**src/rtl/linedup_pkg.sv**
```systemverilog
package linedup_pkg;

  // Kind of fetch chosen for the current pixel-enable cycle
  typedef enum logic [2:0] {
    FK_HOLD      = 3'd0,
    FK_STEP      = 3'd1,
    FK_ROW_AGAIN = 3'd2,
    FK_ROW_NEXT  = 3'd3,
    FK_FRAME     = 3'd4
  } fetch_kind_e;

  function automatic int unsigned shift_width(input int unsigned max_shift);
    return (max_shift < 1) ? 1 : $clog2(max_shift + 1);
  endfunction

endpackage

```
**src/rtl/linedup_row_split.sv**
```systemverilog
module linedup_row_split #(
  parameter int Y_W       = 10,
  parameter int MAX_SHIFT = 2,
  parameter int SH_W      = 2
) (
  input  logic            clk,
  input  logic            rst,
  input  logic [Y_W-1:0]  y_pos,
  input  logic [SH_W-1:0] dup_shift,
  output logic [Y_W-1:0]  src_row,
  output logic            last_dup
);

  logic [Y_W-1:0]  row_opt  [0:MAX_SHIFT];
  logic            ones_opt [0:MAX_SHIFT];
  logic [SH_W-1:0] eff_shift;

  // one candidate per supported shift; the mux picks the live one
  for (genvar s = 0; s <= MAX_SHIFT; s++) begin : g_shift
    assign row_opt[s] = y_pos >> s;
    if (s == 0) begin : g_none
      assign ones_opt[s] = 1'b1;
    end else begin : g_some
      assign ones_opt[s] = &y_pos[s-1:0];
    end
  end

  always_comb begin
    if (dup_shift > SH_W'(MAX_SHIFT)) eff_shift = SH_W'(MAX_SHIFT);
    else                              eff_shift = dup_shift;
  end

  assign src_row  = row_opt[eff_shift];
  assign last_dup = ones_opt[eff_shift];

  // with no duplication every line is the last copy of its row
  p_nodup_last_r8: assert property (@(posedge clk) disable iff (rst)
    (dup_shift == '0) |-> (last_dup && src_row == y_pos));

  // an over-range shift behaves as the largest legal shift
  p_clamp_r10: assert property (@(posedge clk) disable iff (rst)
    (dup_shift > SH_W'(MAX_SHIFT)) |-> (src_row == (y_pos >> MAX_SHIFT)));

endmodule

```
**src/rtl/linedup_const_mult.sv**
```systemverilog
module linedup_const_mult #(
  parameter int IN_W      = 10,
  parameter int OUT_W     = 16,
  parameter int FACTOR    = 320
) (
  input  logic [IN_W-1:0]  in_val,
  output logic [OUT_W-1:0] product
);

  localparam int F_W = (FACTOR < 2) ? 1 : $clog2(FACTOR + 1);

  logic [OUT_W-1:0] acc [0:F_W];

  assign acc[0] = '0;

  // shift-and-add over the set bits of the constant pitch
  for (genvar b = 0; b < F_W; b++) begin : g_bit
    if (((FACTOR >> b) & 1) == 1) begin : g_add
      assign acc[b+1] = acc[b] + (OUT_W'(in_val) << b);
    end else begin : g_skip
      assign acc[b+1] = acc[b];
    end
  end

  assign product = acc[F_W];

endmodule

```
**src/rtl/linedup_fetch_sel.sv**
```systemverilog
module linedup_fetch_sel
  import linedup_pkg::*;
#(
  parameter int X_W     = 10,
  parameter int Y_W     = 10,
  parameter int H_PIX   = 640,
  parameter int V_LINES = 480
) (
  input  logic        pix_en,
  input  logic        h_act,
  input  logic        v_act,
  input  logic [X_W-1:0] x_pos,
  input  logic [Y_W-1:0] y_pos,
  input  logic        last_dup,
  output fetch_kind_e kind
);

  localparam logic [X_W-1:0] X_LAST = X_W'(H_PIX - 1);
  localparam logic [Y_W-1:0] Y_LAST = Y_W'(V_LINES - 1);

  logic active, line_end, frame_end;

  assign active    = pix_en && h_act && v_act;
  assign line_end  = (x_pos == X_LAST);
  assign frame_end = (y_pos == Y_LAST);

  always_comb begin
    kind = FK_HOLD;
    if (active) begin
      if (!line_end)     kind = FK_STEP;
      else if (frame_end) kind = FK_FRAME;
      else if (last_dup)  kind = FK_ROW_NEXT;
      else                kind = FK_ROW_AGAIN;
    end
  end

endmodule

```
**src/rtl/linedup_fetch_addr.sv**
```systemverilog
module linedup_fetch_addr
  import linedup_pkg::*;
#(
  parameter int ADDR_W    = 16,
  parameter int X_W       = 10,
  parameter int Y_W       = 10,
  parameter int H_PIX     = 640,
  parameter int V_LINES   = 480,
  parameter int ROW_BYTES = 320,
  parameter int MAX_SHIFT = 2,
  parameter int SH_W      = shift_width(MAX_SHIFT)
) (
  input  logic              clk,
  input  logic              rst,
  input  logic              pix_en,
  input  logic [X_W-1:0]    x_pos,
  input  logic [Y_W-1:0]    y_pos,
  input  logic              h_act,
  input  logic              v_act,
  input  logic [ADDR_W-1:0] base_addr,
  input  logic [SH_W-1:0]   dup_shift,
  output logic [ADDR_W-1:0] rd_addr
);

  localparam logic [X_W-1:0]    X_LAST = X_W'(H_PIX - 1);
  localparam logic [Y_W-1:0]    Y_LAST = Y_W'(V_LINES - 1);
  localparam logic [ADDR_W-1:0] PITCH  = ADDR_W'(ROW_BYTES);

  logic [Y_W-1:0]    src_row;
  logic              last_dup;
  logic [ADDR_W-1:0] row_off;
  logic [ADDR_W-1:0] row_start;
  fetch_kind_e       kind;
  logic [ADDR_W-1:0] next_addr;

  linedup_row_split #(
    .Y_W(Y_W), .MAX_SHIFT(MAX_SHIFT), .SH_W(SH_W)
  ) u_row_split (
    .clk(clk), .rst(rst), .y_pos(y_pos), .dup_shift(dup_shift),
    .src_row(src_row), .last_dup(last_dup)
  );

  linedup_const_mult #(
    .IN_W(Y_W), .OUT_W(ADDR_W), .FACTOR(ROW_BYTES)
  ) u_pitch_mult (
    .in_val(src_row), .product(row_off)
  );

  linedup_fetch_sel #(
    .X_W(X_W), .Y_W(Y_W), .H_PIX(H_PIX), .V_LINES(V_LINES)
  ) u_fetch_sel (
    .pix_en(pix_en), .h_act(h_act), .v_act(v_act),
    .x_pos(x_pos), .y_pos(y_pos), .last_dup(last_dup), .kind(kind)
  );

  assign row_start = base_addr + row_off;

  always_comb begin
    unique case (kind)
      FK_STEP:      next_addr = row_start + ADDR_W'(x_pos) + ADDR_W'(1);
      FK_ROW_AGAIN: next_addr = row_start;
      FK_ROW_NEXT:  next_addr = row_start + PITCH;
      FK_FRAME:     next_addr = base_addr;
      default:      next_addr = rd_addr;
    endcase
  end

  always_ff @(posedge clk) begin
    if (rst) rd_addr <= '0;
    else     rd_addr <= next_addr;
  end

  // no pixel enable, no movement
  p_hold_idle_r6: assert property (@(posedge clk) disable iff (rst)
    !pix_en |=> $stable(rd_addr));

  // blanking keeps the look-ahead address parked
  p_hold_blank_r7: assert property (@(posedge clk) disable iff (rst)
    (pix_en && !(h_act && v_act)) |=> $stable(rd_addr));

  // last pixel of the frame reloads the base
  p_frame_wrap_r5: assert property (@(posedge clk) disable iff (rst)
    (pix_en && h_act && v_act && x_pos == X_LAST && y_pos == Y_LAST)
      |=> rd_addr == $past(base_addr));

  // a non-final copy of a row fetches its own row start again
  p_row_again_r3: assert property (@(posedge clk) disable iff (rst)
    (pix_en && h_act && v_act && x_pos == X_LAST && y_pos != Y_LAST && !last_dup)
      |=> rd_addr == $past(base_addr + row_off));

endmodule

```
**config.mk**
```make
export PLATFORM = sky130hd
export DESIGN_NAME = linedup_fetch_addr
export DESIGN_NICKNAME = d
export VERILOG_FILES = /design/src/rtl/linedup_pkg.sv /design/src/rtl/linedup_row_split.sv /design/src/rtl/linedup_const_mult.sv /design/src/rtl/linedup_fetch_sel.sv /design/src/rtl/linedup_fetch_addr.sv
export SDC_FILE = /design/constraint.sdc
export NUM_CORES = 1
export LEC_CHECK = 0
export CAP_MARGIN = 20
export CORE_AREA = 2 2 77 79
export DETAILED_ROUTE_END_ITERATION = 7
export DIE_AREA = 0 0 79 81
export DONT_BUFFER_PORTS = 1
export PLACE_DENSITY = 0.57
export SYNTH_ARGS = -nofsm -noshare
export SYNTH_HDL_FRONTEND = slang
export SYNTH_SLANG_ARGS = --single-unit
```
**constraint.sdc**
```tcl
create_clock -name clk -period 4 [get_ports clk]
set_input_delay 0.6 -clock clk [delete_from_list [all_inputs] [get_ports clk]]
set_output_delay 0.6 -clock clk [all_outputs]
set_load 0.005 [all_outputs]
```
==> flow_metrics.tcl <==
set metrics [dict create \
    switching_share 0.4333 \
    fp.dieArea_um2 6399 \
    pwr-share-comb 0.715 \
    yosysMostFrequentCell "nor2_1" \
    syn_avg_cell_area_um2 7.594 \
    cp-end-kind "flip-flop" \
    wl_um 5907 \
    syn_area_um2 2407 \
    die_h_um 81 \
    antenna_found_initial 0 \
    hp-class "input port to flip-flop" \
    numCtsBuffers 3 \
    cts-root-buf "clkbuf_8" \
    port_buffers 0 \
    synth_commonest_cells "nor2_1 (35), nand2_1 (32), a21oi_1 (24), ha_1 (23)" \
    ys.flop_type "dfxtp_1" \
    placedCellCount 386 \
    powerDensity_nw_per_um2 405.6 \
    area_growth_pct 7.225 \
    p_int_w 0.0005932 \
    drive_above_1_share 0.08917 \
    cpPeakStageDelay_ns 0.55 \
    layoutNonFillerInstCount 389 \
    rsz0062_at_grt "false" \
    cp_top_family "adder cells" \
    fmax_mhz 271.3 \
    synthArstFlopShare 0 \
    tightest_slew_ns 0.7808 \
    run_status "finished, final reports clean" \
    synth_top_area_frac 0.1331 \
    ir_worst_vdd_mv 0.1767 \
    clkLatencyLatePin_ns 0.24 \
    setup_violations 0 \
    holdBufCountCts 0 \
    synth_fp_nets 390 \
    cp.required_ns 4.19 \
    path_clk_slew_ns 0.06 \
    ys_top_cells_by_area "dfxtp_1 (13%), ha_1 (12%), xnor2_1 (6.5%), fa_1 (5.8%), nor2_1 (5.5%)" \
    rows 28 \
    dr.pass1.iters 4 \
    top_register "rd_addr" \
    path_buf_inv 3 \
    clock_path_buffers 2 \
    grt_usage 0.1855 \
    yosysTopAreaCell "dfxtp_1" \
    ant_nets 0 \
    p_sw_w 0.0004536 \
    core-area_um2 5675 \
    maxCapViolCount 0 \
    pin_count 59 \
    reg.largest.list "rd_addr (16)" \
    synth_edf_count 0 \
    wl_per_cell_um 15.19 \
    grt_pass1_wl_um 9591 \
    fin_hold_ws_ns 0.4179 \
    p_clk_frac 0.111 \
    place_congestion 0.7919 \
    syn_inst 317 \
    clkSinkCount 16 \
    htreeDepth 1 \
    cts_setup_buffers 0 \
    ys_seq_elements 16 \
    finalClockSkew_ns 0 \
    period_share 0.9214 \
    vias_per_cell 5.596 \
    cts_resized 0 \
    gr-total-overflow 0 \
    nNetsFinal 389 \
    largest_register_ffs 16 \
    cp_slowest_cell "or4_1" \
    finalMaxSlewViolations 0 \
    vias 2177 \
    diodes 0 \
    setup_tns_ns 0 \
    grt_pass1_vias 2057 \
    worstPathArrival_ns 3.88 \
    die_w_um 79 \
    grt_max_degree 24 \
    worstPathCellList "mux2i_1 -> o21ai_1 -> inv_1 -> fa_1 -> inv_1 -> ha_1 -> xor2_2 -> inv_1 -> ha_4 -> and2_1 -> a22o_1 -> a311oi_1 -> or4_1 -> xor2_1 -> a311oi_1 -> o21a_1" \
    drt_iter0_markers 106 \
    dpl.hpwl_um 4869 \
    yosysUniqueCellTypes 53 \
    hold_viol 0 \
    initial_utilization 0.4242 \
    cpMostUsedCell "inv_1" \
    startpoint_type "input port" \
    seq_area_frac_synth 0.1331 \
    slew_headroom 0.4795 \
    power.leakage_nw 1.051 \
    p_seq_frac 0.174 \
    cts_tree "done" \
    crit_fanout 13 \
    worstSetupPathType "input port to flip-flop" \
    post-route-min-period_ns 3.686 \
    yosysWarnings 0 \
    drc 0 \
]
## metrics by stage
| step | util | total power (W) | setup slack (ns) | area [um2] |
|---|---|---|---|---|
| detailed placement | 0.4462 | 0.0009272 | -0.01394 | 2532 |
| global placement | 0.4462 | 0.0009199 | 0.05211 | 2532 |
| CTS | 0.4535 | 0.001047 | 0.2288 | 2574 |
| finish | 0.4548 | 0.001047 | 0.3144 | 2581 |
| global route | 0.4548 | 0.001151 | 0.01373 | 2581 |
| floorplan | - | 0.0007804 | 0.04593 | 2440 |
## cells by family (layout without fill, tap and decap cells)
kind of cell,Yosys count,in the layout,share of synthesized area
AO/OA/AOI/OAI,91,91,0.2594
XOR/XNOR,29,29,0.1195
adder cells (fa/ha/maj),30,30,0.1778
buffers and inverters,31,28,0.04886
flip-flops,16,16,0.1331
multiplexers,12,12,0.04990
AND/OR/NAND/NOR,108,108,0.2115
## routing by layer
layer / GRT usage / share of wire / vias up
met4: 0.03448 / 0.0017 / 0
met1: 0.2415 / 0.48 / 986
met3: 0.03000 / 0.060 / 2
met5: 0 / 0 / -
li1: - / - / 1133
met2: 0.3271 / 0.46 / 56
## cells in the final DEF (no fill, tap or decap), types with 3 or more instances in the layout
cell type / Yosys / routed
nand2_1: 32 / 32
ha_1: 23 / 22
a211oi_1: 8 / 8
nand3_1: 4 / 4
nor2_1: 35 / 35
a21o_1: 6 / 6
o211ai_1: 6 / 6
o21ai_0: 18 / 16
nand4_1: 4 / 4
xnor2_1: 18 / 18
o21a_1: 6 / 6
inv_1: 16 / 16
xor2_1: 8 / 7
clkbuf_8: 0 / 3
nor3_1: 10 / 10
dfxtp_1: 16 / 16
a21oi_1: 24 / 24
or4_1: 3 / 3
xor2_2: 2 / 3
a311oi_1: 5 / 5
fa_1: 7 / 6
mux2i_1: 12 / 12
buf_4: 0 / 9
nand2b_1: 4 / 4
## power by group through the flow
stage	clock [W]	sequential, W	combinational [W]
2_1_floorplan	0	0.000183	0.000598
4_1_cts	0.000119	0.000182	0.000746
3_3_place_gp	0	0.000185	0.000734
3_5_place_dp	0	0.000185	0.000742
6_report	0.000116	0.000182	0.000749
5_1_grt	0.000130	0.000183	0.000838
## path summary, 6_finish.rpt
kind              cells after the start  slack [ns]          from          end
setup / recovery                     16        0.31  dup_shift[0]  rd_addr[15]
hold / removal                        1        0.42           rst  rd_addr[11]
setup reg to reg                      3        3.14   rd_addr[15]  rd_addr[15]
hold reg to reg                       2        0.47    rd_addr[2]   rd_addr[2]
## cell type report
| type | count | area [um2] |
|---|---|---|
| Clock buffer | 3 | 41.29 |
| Fill cell | 573 | 3094 |
| Inverter | 16 | 60.06 |
| Multi-Input combinational cell | 270 | 1998 |
| Sequential cell | 16 | 320.3 |
| Tap cell | 75 | 93.84 |
| Timing Repair Buffer | 9 | 67.56 |
Note: power is estimated with default switching activity, not from simulation.
